$ cat src/rtl/spi_baud_pkg.sv
package spi_baud_pkg;
  localparam int unsigned MOD_W = 4;

  typedef struct packed {
    logic             pre_en;
    logic [MOD_W-1:0] modulus;
    logic             idle_lvl;
  } baud_cfg_t;

  // Clocks per SCK half period: prescale * 2 quarters * (modulus+1)
  function automatic int unsigned half_clocks(input logic pre_en,
                                              input logic [MOD_W-1:0] modulus,
                                              input int unsigned pre_div);
    int unsigned scale;
    scale = pre_en ? pre_div : 1;
    return scale * 2 * (int'(modulus) + 1);
  endfunction
endpackage

$ cat src/rtl/spi_baud_prescale.sv
module spi_baud_prescale #(
  parameter int unsigned PRE_DIV = 16
) (
  input  logic clk,
  input  logic rst_n,
  input  logic clr,
  input  logic cnt_en,
  input  logic use_pre,
  output logic pre_tick
);
  localparam int unsigned CW = (PRE_DIV > 1) ? $clog2(PRE_DIV) : 1;
  localparam logic [CW-1:0] LAST = CW'(PRE_DIV - 1);

  generate
    if (PRE_DIV > 1) begin : g_div
      logic [CW-1:0] cnt_q;
      logic          wrap;
      assign wrap = (cnt_q == LAST);
      always_ff @(posedge clk or negedge rst_n) begin
        if (!rst_n)                 cnt_q <= '0;
        else if (clr)               cnt_q <= '0;
        else if (cnt_en && use_pre) cnt_q <= wrap ? '0 : cnt_q + 1'b1;
      end
      assign pre_tick = cnt_en && (!use_pre || wrap);
    end else begin : g_pass
      assign pre_tick = cnt_en;
    end
  endgenerate
endmodule

$ cat src/rtl/spi_baud_modulus.sv
module spi_baud_modulus #(
  parameter int unsigned MW = 4
) (
  input  logic          clk,
  input  logic          rst_n,
  input  logic          clr,
  input  logic          step,
  input  logic [MW-1:0] limit,
  output logic          q_tick
);
  logic [MW-1:0] cnt_q;
  logic          at_limit;

  assign at_limit = (cnt_q == limit);
  assign q_tick   = step && at_limit;

  always_ff @(posedge clk or negedge rst_n) begin
    if (!rst_n)     cnt_q <= '0;
    else if (clr)   cnt_q <= '0;
    else if (step)  cnt_q <= at_limit ? '0 : cnt_q + 1'b1;
  end
endmodule

$ cat src/rtl/spi_baud_phase.sv
module spi_baud_phase #(
  parameter int unsigned QPH = 2
) (
  input  logic clk,
  input  logic rst_n,
  input  logic hold,
  input  logic hold_lvl,
  input  logic q_tick,
  input  logic idle_lvl,
  output logic half_done,
  output logic sck,
  output logic toggle,
  output logic lead,
  output logic trail
);
  localparam int unsigned QW = (QPH > 1) ? $clog2(QPH) : 1;
  localparam logic [QW-1:0] QLAST = QW'(QPH - 1);

  logic [QW-1:0] qcnt_q;

  assign half_done = q_tick && (qcnt_q == QLAST);

  always_ff @(posedge clk or negedge rst_n) begin
    if (!rst_n)      qcnt_q <= '0;
    else if (hold)   qcnt_q <= '0;
    else if (q_tick) qcnt_q <= (qcnt_q == QLAST) ? '0 : qcnt_q + 1'b1;
  end

  always_ff @(posedge clk or negedge rst_n) begin
    if (!rst_n) begin
      sck    <= 1'b0;
      toggle <= 1'b0;
      lead   <= 1'b0;
      trail  <= 1'b0;
    end else if (hold) begin
      sck    <= hold_lvl;
      toggle <= 1'b0;
      lead   <= 1'b0;
      trail  <= 1'b0;
    end else begin
      toggle <= half_done;
      lead   <= half_done && (sck == idle_lvl);
      trail  <= half_done && (sck != idle_lvl);
      if (half_done) sck <= ~sck;
    end
  end
endmodule

$ cat src/rtl/spi_baud_gen.sv
module spi_baud_gen
  import spi_baud_pkg::*;
#(
  parameter int unsigned CFG_W   = 32,
  parameter int unsigned PM_LSB  = 24,
  parameter int unsigned PRE_BIT = 28,
  parameter int unsigned PRE_DIV = 16
) (
  input  logic             clk,
  input  logic             rst_n,
  input  logic             run_i,
  input  logic [CFG_W-1:0] mode_word_i,
  input  logic             idle_high_i,
  output logic             sck_o,
  output logic             toggle_o,
  output logic             lead_o,
  output logic             trail_o
);
  localparam int unsigned QUARTERS_PER_HALF = 2;

  logic      active_q;
  logic      start_w;
  logic      counting_w;
  logic      pre_tick_w;
  logic      quarter_tick_w;
  logic      half_done_w;
  baud_cfg_t cfg_q;
  baud_cfg_t cfg_in;

  assign cfg_in.pre_en   = mode_word_i[PRE_BIT];
  assign cfg_in.modulus  = mode_word_i[PM_LSB +: MOD_W];
  assign cfg_in.idle_lvl = idle_high_i;

  assign start_w    = run_i && !active_q;
  assign counting_w = run_i && active_q;

  always_ff @(posedge clk or negedge rst_n) begin
    if (!rst_n) begin
      active_q <= 1'b0;
      cfg_q    <= '0;
    end else begin
      active_q <= run_i;
      if (start_w) cfg_q <= cfg_in;
    end
  end

  spi_baud_prescale #(.PRE_DIV(PRE_DIV)) u_pre (
    .clk      (clk),
    .rst_n    (rst_n),
    .clr      (!counting_w),
    .cnt_en   (counting_w),
    .use_pre  (cfg_q.pre_en),
    .pre_tick (pre_tick_w)
  );

  spi_baud_modulus #(.MW(MOD_W)) u_mod (
    .clk    (clk),
    .rst_n  (rst_n),
    .clr    (!counting_w),
    .step   (pre_tick_w),
    .limit  (cfg_q.modulus),
    .q_tick (quarter_tick_w)
  );

  spi_baud_phase #(.QPH(QUARTERS_PER_HALF)) u_phase (
    .clk       (clk),
    .rst_n     (rst_n),
    .hold      (!counting_w),
    .hold_lvl  (idle_high_i),
    .q_tick    (quarter_tick_w),
    .idle_lvl  (cfg_q.idle_lvl),
    .half_done (half_done_w),
    .sck       (sck_o),
    .toggle    (toggle_o),
    .lead      (lead_o),
    .trail     (trail_o)
  );
endmodule

$ cat config.mk
export PLATFORM = sky130hd
export DESIGN_NAME = spi_baud_gen
export DESIGN_NICKNAME = d
export VERILOG_FILES = /design/src/rtl/spi_baud_pkg.sv /design/src/rtl/spi_baud_prescale.sv /design/src/rtl/spi_baud_modulus.sv /design/src/rtl/spi_baud_phase.sv /design/src/rtl/spi_baud_gen.sv
export SDC_FILE = /design/constraint.sdc
export NUM_CORES = 1
export LEC_CHECK = 0
export BUFFER_PORTS_ARGS = -buffer_cell sky130_fd_sc_hd__buf_2
export CAP_MARGIN = 10
export CELL_PAD_IN_SITES_DETAIL_PLACEMENT = 0
export CELL_PAD_IN_SITES_GLOBAL_PLACEMENT = 1
export CORE_ASPECT_RATIO = 1.1
export CORE_MARGIN = 4
export CORE_UTILIZATION = 40
export CTS_BUF_LIST = sky130_fd_sc_hd__clkbuf_4
export DETAILED_ROUTE_END_ITERATION = 12
export PLACE_DENSITY_LB_ADDON = 0.12
export SETUP_SLACK_MARGIN = 0.15
export SYNTH_ARGS = -nofsm -noshare
export SYNTH_HDL_FRONTEND = slang
export SYNTH_HIERARCHICAL = 1
export SYNTH_SLANG_ARGS = --single-unit
$ cat constraint.sdc
create_clock -name clk -period 3 [get_ports clk]
set_input_delay 0.3 -clock clk [delete_from_list [all_inputs] [get_ports clk]]
set_output_delay 0.3 -clock clk [all_outputs]
set_load 0.01 [all_outputs]
==> reports/results.tsv <==
metric	value	unit
gp_congestion	0.6953	
first_pass_iters	4	
ant_nets	0	
tightest_slew	0.5365	ns
reg2reg_slack	1.15	ns
finalSetupTns	0	ns
hp-start	run_i	
end_kind	flop	
min_period_over_period	61.76	%
final_hold_viol_count	0	
cts_root_buf	clkbuf_4	
drc_errors	0	
cp.required	3.19	ns
max_freq	0.5397	GHz
fp.dieW	55.22	um
worst_path_largest_cell_delay	0.42	ns
final_common_cell	dfrtp_1	
syn_nets	121	
timing.rr.end	u_phase/sck	
fp.dieArea	3310	um2
total_power	583.5	uW
rsz0062_at_grt	false	
post_cts.repair.setup_buffers	0	
core_area	2297	um2
powerDensity	511.9	nW/um2
critical_path.startpoint_type	flop	
cts_tree	done	
clk_pin_slew	0.12	ns
portBuffers	12	
io_pins	40	
dp_hpwl	1207	um
syn_area_per_cell	11.82	um2
maxSlewHeadroom	64.19	%
via_per_inst	5.054	
fin_worst_skew	0.007421	ns
area_delta_synth_final	16.20	%
synth_cells	83	
grt_usage	11.68	%
worstReg2RegStart	u_pre/g_div.cnt_q[0]	
reg2reg_depth	7	
yosys_warnings	6	
grt_pass1_vias	660	
setup_viol	0	
drive_gt1_share	29.00	%
hp-class	input port to flop	
layout_common_cells	dfrtp_1 (20), buf_2 (12), nand2_1 (8), mux2_4 (6)	
htreeDepth	1	
fp-row-count	18	
cts_sinks	20	
grt-ovfl-total	0	
syn-cell-area	980.9	um2
path_class	flop to flop	
max_cap_viol_count	0	
grt_pass1_wl	2946	um
antenna_found_initial	0	
clk_latency	0.30	ns
vias	657	
nNetsFinal	139	
power.leakage	0.5159	nW
worstHoldEndpoint	active_q	
cts_buffers	3	
dr.first_iter.drc_count	4	
routed_wl	1687	um
slowest_stage	dfrtp_1	
start_util	42.70	%
diodes	0	
slew_viol_final	0	
vdd_drop_max	0.3517	mV
cp_max_fo	10	
die_h	59.94	um
path_cells	ha_1, nand3_1, a21boi_0, buf_4, and2_1, nand2_1, a221o_1	
crit_arrival	2.04	ns
clockBufferDepth	2	
period_needed	1.853	ns
run_status	finished, final reports clean	
wl_per_cell	12.98	um
hold_depth	1	
grt_start_max_net_pins	21	
[metrics by stage]
step / utilization (%) / std cells / area [um2] / worst slack (ns) / hold slack (ns)
final: 49.62 / 130 / 1140 / 1.147 / 0.1277
after global routing: 49.62 / 130 / 1140 / 0.9645 / 0.1052
after CTS: 49.62 / 130 / 1140 / 1.129 / 0.1200
after detailed placement: 46.90 / 125 / 1077 / 1.173 / 0.2752
after global placement: 46.90 / 125 / 1077 / 1.181 / 0.2741
after floorplan: - / 83 / 980.9 / 1.298 / 0.004409
[power breakdown]
part           total [mW]  internal [mW]  switching [mW]  leakage, nW
Clock               0.218          0.135          0.0827       0.0279
Sequential          0.297          0.284          0.0133        0.261
Combinational      0.0683         0.0379          0.0304        0.227
Total               0.583          0.457           0.126        0.516
[sequential cells by signal, summed over array words and instances, names as in the netlist]
register,cells
active_q,1
u_pre/g_div.cnt_q,4
u_mod/cnt_q,4
u_phase/sck,1
u_phase/lead,1
u_phase/trail,1
cfg_q,6
u_phase/qcnt_q,1
u_phase/toggle,1
[repair_timing]
item / CTS / global route
gates resized for setup: 0 / 0
endpoints found under the hold margin: 20 / 0
hold buffers: 1 / 0
[layer usage]
layer	GRT usage, %	wire, um	share of wire (%)	vias to the layer above
met4	7.292	42	2.5	0
met2	20.10	847	50	9
met1	13.19	755	45	319
li1	-	-	-	325
met3	2.808	41	2.4	4
met5	0	0	0	-
[critical path: cells and delay by family (launching register included)]
| kind | cells | cell delay (ns) |
|---|---|---|
| buffers and inverters | 1 | 0.20 |
| AOI/OAI and AO/OA | 2 | 0.50 |
| adders and majority gates | 1 | 0.21 |
| DFF | 1 | 0.42 |
| and+or+nand+nor | 3 | 0.42 |
[area by class of cell]
type	instances	area (um2)
clock buffer	3	22.52
clock inverter	1	30.03
fill	239	1157
multi-input combinational	59	456.7
sequential	20	500.5
timing repair buffer	15	85.08
tap	30	37.54
inverter	2	7.507
[worst max-delay path by stage]
stage	startpoint	to	slack (ns)	cells after the start
after floorplan	u_mod/cnt_q[1]	u_phase/sck	1.30	5
after global placement	u_pre/g_div.cnt_q[0]	u_phase/sck	1.18	7
after detailed placement	u_pre/g_div.cnt_q[0]	u_phase/sck	1.17	7
after CTS	u_pre/g_div.cnt_q[0]	u_phase/sck	1.13	7
after global routing	u_pre/g_div.cnt_q[0]	u_phase/sck	0.96	7
final	u_pre/g_div.cnt_q[0]	u_phase/sck	1.15	7
No activity file was read; power rests on OpenSTA's default activity.
